## config.mk

```make
export PLATFORM = sky130hd
export DESIGN_NAME = nextpc_unit
export DESIGN_NICKNAME = d
export VERILOG_FILES = /design/src/rtl/nextpc_pkg.sv /design/src/rtl/nextpc_decode.sv /design/src/rtl/nextpc_target.sv /design/src/rtl/nextpc_reg.sv /design/src/rtl/nextpc_unit.sv
export SDC_FILE = /design/constraint.sdc
export NUM_CORES = 1
export LEC_CHECK = 0
export BUFFER_PORTS_ARGS = -buffer_cell sky130_fd_sc_hd__buf_2
export CAP_MARGIN = 30
export CORE_AREA = 2 2 87 89
export DETAILED_ROUTE_END_ITERATION = 12
export DIE_AREA = 0 0 89 91
export PLACE_DENSITY = 0.77
export SYNTH_ARGS = -nofsm -noshare
export SYNTH_HDL_FRONTEND = slang
export SYNTH_SLANG_ARGS = --single-unit
```

## constraint.sdc

```tcl
create_clock -name clk -period 6 [get_ports clk]
set_input_delay 0.9 -clock clk [delete_from_list [all_inputs] [get_ports clk]]
set_output_delay 0.9 -clock clk [all_outputs]
set_load 0.02 [all_outputs]
```

## src/rtl/nextpc_pkg.sv

```systemverilog
// Package: nextpc_pkg
// Purpose: shared types and default encodings for the next-PC unit.
// Assumes: opcodes are 6-bit unsigned values taken from the top of the word.
package nextpc_pkg;

    // Which successor address the unit loads on an enabled edge
    typedef enum logic [1:0] {
        SEL_SEQ    = 2'd0,
        SEL_BRANCH = 2'd1,
        SEL_JUMP   = 2'd2
    } next_sel_t;

    localparam int unsigned DEF_OPC_W      = 6;
    localparam int unsigned DEF_OPC_BRANCH = 5;
    localparam int unsigned DEF_OPC_JUMP   = 2;

endpackage

```

## src/rtl/nextpc_decode.sv

```systemverilog
// Module: nextpc_decode
// Purpose: classify the fetched opcode into a successor selection.
// Assumes: only the branch opcode looks at the condition flag; the jump
//          opcode is unconditional; every other opcode is sequential.
module nextpc_decode
    import nextpc_pkg::*;
#(
    parameter int unsigned OPC_W      = DEF_OPC_W,
    parameter int unsigned OPC_BRANCH = DEF_OPC_BRANCH,
    parameter int unsigned OPC_JUMP   = DEF_OPC_JUMP
) (
    input  logic [OPC_W-1:0] opcode,
    input  logic             cond_true,
    output next_sel_t        sel
);

    localparam logic [OPC_W-1:0] BR_CODE = OPC_W'(OPC_BRANCH);
    localparam logic [OPC_W-1:0] JP_CODE = OPC_W'(OPC_JUMP);

    // Pick the successor class from the opcode and the condition flag
    always_comb begin
        if (opcode == JP_CODE) begin
            sel = SEL_JUMP;
        end else if ((opcode == BR_CODE) && cond_true) begin
            sel = SEL_BRANCH;
        end else begin
            sel = SEL_SEQ;
        end
    end

endmodule

```

## src/rtl/nextpc_target.sv

```systemverilog
// Module: nextpc_target
// Purpose: form the three candidate addresses and select one of them.
// Assumes: instructions are word aligned (ALIGN low bits are zero); the
//          branch offset and the jump field are word counts; all sums wrap.
module nextpc_target
    import nextpc_pkg::*;
#(
    parameter int unsigned ADDR_W  = 32,
    parameter int unsigned INSTR_W = 32,
    parameter int unsigned OFF_W   = 16,
    parameter int unsigned TGT_W   = 26,
    parameter int unsigned ALIGN   = 2
) (
    input  logic [ADDR_W-1:0]  pc_cur,
    input  logic [INSTR_W-1:0] instr,
    input  next_sel_t          sel,
    output logic [ADDR_W-1:0]  pc_next
);

    localparam int unsigned EXT_W = ADDR_W - OFF_W - ALIGN;
    localparam int unsigned UP_W  = ADDR_W - TGT_W - ALIGN;
    localparam logic [ADDR_W-1:0] STEP = ADDR_W'(1) << ALIGN;

    logic [OFF_W-1:0]  off_field;
    logic [TGT_W-1:0]  tgt_field;
    logic [ADDR_W-1:0] off_bytes;
    logic [ADDR_W-1:0] seq_addr;
    logic [ADDR_W-1:0] br_addr;
    logic [ADDR_W-1:0] jp_addr;

    assign off_field = instr[OFF_W-1:0];
    assign tgt_field = instr[TGT_W-1:0];

    // Sign-extend the offset and scale it to bytes; the layout depends on ALIGN
    generate
        if (ALIGN == 0) begin : g_noscale
            assign off_bytes = {{EXT_W{off_field[OFF_W-1]}}, off_field};
            assign jp_addr   = {pc_cur[ADDR_W-1 -: UP_W], tgt_field};
        end else begin : g_scale
            assign off_bytes = {{EXT_W{off_field[OFF_W-1]}}, off_field, {ALIGN{1'b0}}};
            assign jp_addr   = {pc_cur[ADDR_W-1 -: UP_W], tgt_field, {ALIGN{1'b0}}};
        end
    endgenerate

    // Sequential and PC-relative candidates, both modulo 2^ADDR_W
    always_comb begin
        seq_addr = pc_cur + STEP;
        br_addr  = pc_cur + off_bytes;
    end

    // Choose the successor named by the decoder
    always_comb begin
        unique case (sel)
            SEL_BRANCH: pc_next = br_addr;
            SEL_JUMP:   pc_next = jp_addr;
            default:    pc_next = seq_addr;
        endcase
    end

endmodule

```

## src/rtl/nextpc_reg.sv

```systemverilog
// Module: nextpc_reg
// Purpose: the program counter register with synchronous reset and hold.
// Assumes: reset wins over enable; RESET_PC is word aligned.
module nextpc_reg #(
    parameter int unsigned       ADDR_W   = 32,
    parameter logic [ADDR_W-1:0] RESET_PC = '0
) (
    input  logic              clk,
    input  logic              rst_n,
    input  logic              en,
    input  logic [ADDR_W-1:0] d,
    output logic [ADDR_W-1:0] q
);

    // Load the reset address, the new address, or hold
    always_ff @(posedge clk) begin
        if (!rst_n) begin
            q <= RESET_PC;
        end else if (en) begin
            q <= d;
        end
    end

endmodule

```

## src/rtl/nextpc_unit.sv

```systemverilog
// Module: nextpc_unit
// Purpose: top of the next-PC unit; decode, target formation and PC register.
// Assumes: instr is the word fetched at the current pc, and cond_true belongs
//          to that same word; there are no delay slots.
module nextpc_unit
    import nextpc_pkg::*;
#(
    parameter int unsigned ADDR_W     = 32,
    parameter int unsigned INSTR_W    = 32,
    parameter int unsigned OPC_W      = DEF_OPC_W,
    parameter int unsigned OFF_W      = 16,
    parameter int unsigned TGT_W      = 26,
    parameter int unsigned ALIGN      = 2,
    parameter int unsigned OPC_BRANCH = DEF_OPC_BRANCH,
    parameter int unsigned OPC_JUMP   = DEF_OPC_JUMP
) (
    input  logic               clk,
    input  logic               rst_n,
    input  logic               en,
    input  logic [INSTR_W-1:0] instr,
    input  logic               cond_true,
    output logic [ADDR_W-1:0]  pc
);

    next_sel_t         sel;
    logic [ADDR_W-1:0] pc_next;

    nextpc_decode #(
        .OPC_W      (OPC_W),
        .OPC_BRANCH (OPC_BRANCH),
        .OPC_JUMP   (OPC_JUMP)
    ) u_decode (
        .opcode    (instr[INSTR_W-1 -: OPC_W]),
        .cond_true (cond_true),
        .sel       (sel)
    );

    nextpc_target #(
        .ADDR_W  (ADDR_W),
        .INSTR_W (INSTR_W),
        .OFF_W   (OFF_W),
        .TGT_W   (TGT_W),
        .ALIGN   (ALIGN)
    ) u_target (
        .pc_cur  (pc),
        .instr   (instr),
        .sel     (sel),
        .pc_next (pc_next)
    );

    nextpc_reg #(
        .ADDR_W   (ADDR_W),
        .RESET_PC ('0)
    ) u_reg (
        .clk   (clk),
        .rst_n (rst_n),
        .en    (en),
        .d     (pc_next),
        .q     (pc)
    );

endmodule

```

# [Word-level counts from Yosys, hierarchy flattened]
# Cells that the tools add are included.
[word_totals] input_bits=36 latchBits=0 mem_bits_rw=0 elab_cells=14 mem_count=0 romBits=0 regBits=32
[classes] bitwise=1 eq_ne=4 n_mux=3 addsub=2 n_div=0 n_shift=0 magnitude_cmp=0 multipliers=0 reduce_logical=2
[ops] cell="32-bit case mux with 2 select lines" count=1
[ops] cell="32-bit by 3-bit adder with 32-bit output, second input constant" count=1
[ops] cell="32-bit adder" count=1
[ops] cell="6-bit by 2-bit equality test with 1-bit output, second input constant" count=1
[ops] cell="6-bit by 3-bit equality test with 1-bit output, second input constant" count=1
[ops] cell="2-bit by 1-bit equality test with 1-bit output, second input constant" count=1
[ops] cell="2-bit equality test, second input constant" count=1
[ops] cell="2-bit two-way mux" count=1
[ops] cell="2-bit AND reduction" count=1
[ops] cell="1-bit logical AND" count=1
[ops] cell="1-bit two-way mux" count=1
[ops] cell="1-bit inverter" count=1

# [Longest topological paths before layout]
[depth] word_depth=7 mapped_depth=14

# [Modules after synthesis]
# From an unflattened synthesis, not the netlist that was laid out.
[hier_totals] cells_unflattened=408 hier_area_um2=3269.4
[by_module_without_submodules] mod="nextpc_target" cells_per_inst=301 instances=1 area_each_um2=1978.1
[by_module_without_submodules] mod="nextpc_reg" cells_per_inst=103 instances=1 area_each_um2=1243.7
[by_module_without_submodules] mod="nextpc_decode" cells_per_inst=4 instances=1 area_each_um2=47.5

# [Least setup slack after synthesis]
# No wires, ideal clock.
[synth_path] path_type="input -> register" startpoint="input port instr[29]" endpoint="register u_reg.q[25]" setup_slack_ps=2071 setup_ps=92 cell_stages=13 arrival_ps=3837 cell_sequence="nor3_1 > and4_1 > and2_1 > clkbuf_1 > ha_1 > a21o_1 > a21o_1 > a21oi_2 > nor2_1 > o221ai_1 > o311ai_4 > and4_1 > nor4_1"
[synth_between] elab_chain_len=6 word_cells_on_any_way=8 classes_between="4 x eq/ne; 3 x mux; 1 x reduce/logical"
[synth_lines] item="from (decl)" line="nextpc_unit.sv:20" text="input logic [INSTR_W-1:0] instr,"
[synth_lines] item="6-bit by 3-bit equality test with 1-bit output" line="nextpc_decode.sv:24" text="end else if ((opcode == BR_CODE) && cond_true) begin"
[synth_lines] item="1-bit logical AND" line="nextpc_decode.sv:24"
[synth_lines] item="1-bit two-way mux" line="nextpc_decode.sv:24"
[synth_lines] item="2-bit two-way mux *" line="nextpc_decode.sv:22" text="if (opcode == JP_CODE) begin"
[synth_lines] item="2-bit equality test / 2-bit by 1-bit equality test with 1-bit output (equally long branches)" line="nextpc_target.sv:53" text="unique case (sel)"
[synth_lines] item="32-bit case mux with 2 select lines *" line="nextpc_target.sv:53"
[synth_lines] item="to (signal assigned)" line="nextpc_reg.sv:18" text="q <= RESET_PC;"
[synth_lines] item="to (signal assigned)" line="nextpc_reg.sv:20" text="q <= d;"
[synth_lines] item="to (decl)" line="nextpc_reg.sv:12" text="output logic [ADDR_W-1:0] q"
# Every way passes the cells marked *; elsewhere a longest branch is shown, timed or not.
# A chain may end at the register's enable or synchronous reset.

# [Worst setup path after layout]
# Same ends and word-level chain as after synthesis.

==> results by group <==
Outcome
  – Outcome: complete, no violations

STA
  – Period utilization: 71.54%
  – Slew Limit Fails: 0
  – Transition time of the tightest slew-check pin: 0.9288 ns
  – Min Tclk post-route: 4.292 ns
  – Achievable frequency: 233.0 MHz
  – Fin. Hold Viols: 0
  – RSZ-0062 raised after global routing: no
  – Final Setup Violations: 0
  – Final TNS setup: 0 ns
  – Setup Skew: 0.003371 ns
  – Worst rel slew slack: 38.08%

Layout
  – Most common cell after layout, fill and taps aside: buf_2
  – Largest register FFs: 30
  – Nets: 531
  – Largest regs: u_reg.q x30
  – Layout cells sized above 1: 19.31%
  – Largest Register: u_reg.q
  – Highest-count cells in the layout ignoring fill and taps: buf_2, nand2_1, a21oi_1, nor2_1, dfxtp_1
  – Layout Cells excl Fill: 565
  – Area delta synth->final: 14.56%
  – Antenna Cells: 0
  – Fill count: 765

Route
  – Wire length per cell: 15.19 um
  – Vias: 3312
  – Drt first pass iters: 4
  – Antenna-violating nets left: 0
  – DR DRC count: 0
  – DR iter-0 viols: 175
  – DRT Wirelength: 8580 um
  – Vias/cell: 5.862

Place
  – Placer congestion estimate: 0.9074
  – Post-DP HPWL: 6345 um
  – Placed insts: 557
  – IO buf count: 65

Logic synthesis
  – Mapped Cells: 415
  – Synth top area cells: dfxtp_1, ha_1, a21oi_1, nand2_1, o21ai_0
  – Synthesized area per cell: 7.498 um^2
  – Yosys cell types: 64
  – Post-synth top flop: dfxtp_1
  – Yosys reg bits: 30
  – Post-synth top area share: 19.30%
  – Post-Syn Area: 3112 um^2
  – Seq/Total Area, Yosys: 19.30%
  – Cell taking the most area after synthesis: dfxtp_1
  – Post-synth EDFFs: 0
  – Asr flop ratio synth: 0%
  – Synthesis Warnings: 0

GRT
  – Total track usage: 21.13%
  – Vias in the first global route: 3121
  – Largest net degree at the start of global routing: 57
  – Initial antenna violation count: 0
  – Grt ovf: 0
  – First-pass GRT wire length: 13980 um

Clock tree
  – Clk sinks: 30
  – CTS Root Cell: clkbuf_8
  – Clock tree from TritonCTS: done
  – Post-cts resize count: 0
  – Worst-path clk slew: 0.07 ns
  – TritonCTS Buffers: 5
  – CTS max path bufs: 2
  – Hold_buf cts: 0
  – Worst skew pair latency: 0.29 ns
  – Postcts setup bufs: 0
  – Total number of H-tree levels: 2

Floorplan
  – Die Span Y: 91 um
  – Die X: 89 um
  – Starting Density: 43.60%
  – Io pins: 68
  – Core ar.: 7137 um^2
  – Die Area: 8099 um^2
  – Num rows: 31

Setup path
  – Critical path origin: instr[29]
  – CP Data Required Time: 6.20 ns
  – Worst r2r src: u_reg.q[2]
  – Crit-path cells: buf_2 > nor3_1 > and4_1 > and2_1 > ha_1 > a21o_1 > a21o_1 > a21oi_2 > nor2_1 > o221ai_1 > o311ai_4 > and4_1 > nor4_1
  – Critical-path top delay cell: and2_1
  – Startpoint Class: input port
  – Worst Path Arrival: 4.50 ns
  – Crit-path max cell delay: 0.71 ns
  – Setup crit end kind: register
  – Top Family by Delay on Critical Path: simple AND/OR/NAND/NOR gates
  – WS Path Type: in -> reg
  – Worst-path fanout max: 20
  – Worst Path Buf+Inv: 1

Power
  – PD cells: 145.9 nW/um^2
  – Power, Total: 0.5202 mW
  – Maximum vdd drop: 0.00006548 V
  – Pleak: 1.673 nW

Job
  – Max Cap Viol: 0

Min path
  – Hold path start: u_reg.q[7]
  – Worst hold path type: reg -> reg
==> Yosys cell counts, drive strengths merged, types with 5 or more instances <==
| cell type | n |
|---|---|
| a21o | 11 |
| a21oi | 49 |
| a311oi | 7 |
| a31oi | 9 |
| and2 | 17 |
| and3 | 7 |
| buf | 6 |
| clkbuf | 18 |
| dfxtp | 30 |
| ha | 29 |
| inv | 6 |
| nand2 | 48 |
| nand3 | 16 |
| nor2 | 30 |
| nor2b | 9 |
| nor3 | 8 |
| o211ai | 7 |
| o21a | 5 |
| o21ai | 29 |
| xnor2 | 9 |
| xor2 | 7 |
==> through the flow <==
step	worst slack (ns)	utilization (%)	hold slack, ns	cell area, um^2
4_1_cts	1.694	49.95	0.5124	3565
5_1_grt	1.325	49.95	0.5411	3565
2_1_floorplan	2.071	-	0.5636	3115
3_5_place_dp	1.396	48.40	0.5013	3455
3_3_place_gp	1.565	48.40	0.4927	3455
6_report	1.708	49.95	0.5068	3565
==> report_power, final <==
part	leakage (nW)	switching (mW)	internal, mW
Sequential	0.246	0.00805	0.208
Combinational	1.37	0.0628	0.0387
Clock	0.0575	0.0863	0.116
==> layer usage <==
metal	vias to the layer above	part of all wire, %	global-route usage [%]
met5	-	0	0
met4	0	2.8	7.711
met3	29	5.4	4.455
met2	122	48	34.95
met1	1527	44	26.63
li1	1634	-	-
==> logic make-up (layout without fill, tap and decap cells) <==
kind of cell,after synthesis,after routing,synth area share (%)
AOI/OAI and AO/OA,145,145,32.37
xor gates and xnor gates,16,16,4.504
adders and majority gates,30,30,12.30
buffers and inverters,31,81,4.623
DFF,30,30,19.30
muxes,3,3,1.126
other,1,2,0.1205
and+or+nand+nor,159,159,25.65
==> area by class of cell <==
class | instances | area [um^2] | area share [%]
Timing Repair Buffer | 66 | 332.8 | 9.337
Sequential cell | 30 | 600.6 | 16.85
Multi-Input combinational cell | 355 | 2371 | 66.51
Clock buffer | 8 | 110.1 | 3.089
Tap cell | 99 | 123.9 | 3.475
Inverter | 7 | 26.28 | 0.7371
==> final timing paths <==
kind              cells after the start           to  slack, ns
setup / recovery                     13  u_reg.q[25]       1.71
hold / removal                        2   u_reg.q[7]       0.51
setup reg to reg                     10  u_reg.q[22]       3.21
hold reg to reg                       2   u_reg.q[7]       0.51
==> worst reg2reg max path, delay by kind of cell (launching register included) <==
family,cells,cell delay (ns)
AOI/OAI and AO/OA,6,1.22
xor gates and xnor gates,1,0.19
adders and majority gates,2,0.64
DFF,1,0.32
and+or+nand+nor,1,0.31
Power figures use the tool's default switching activity.
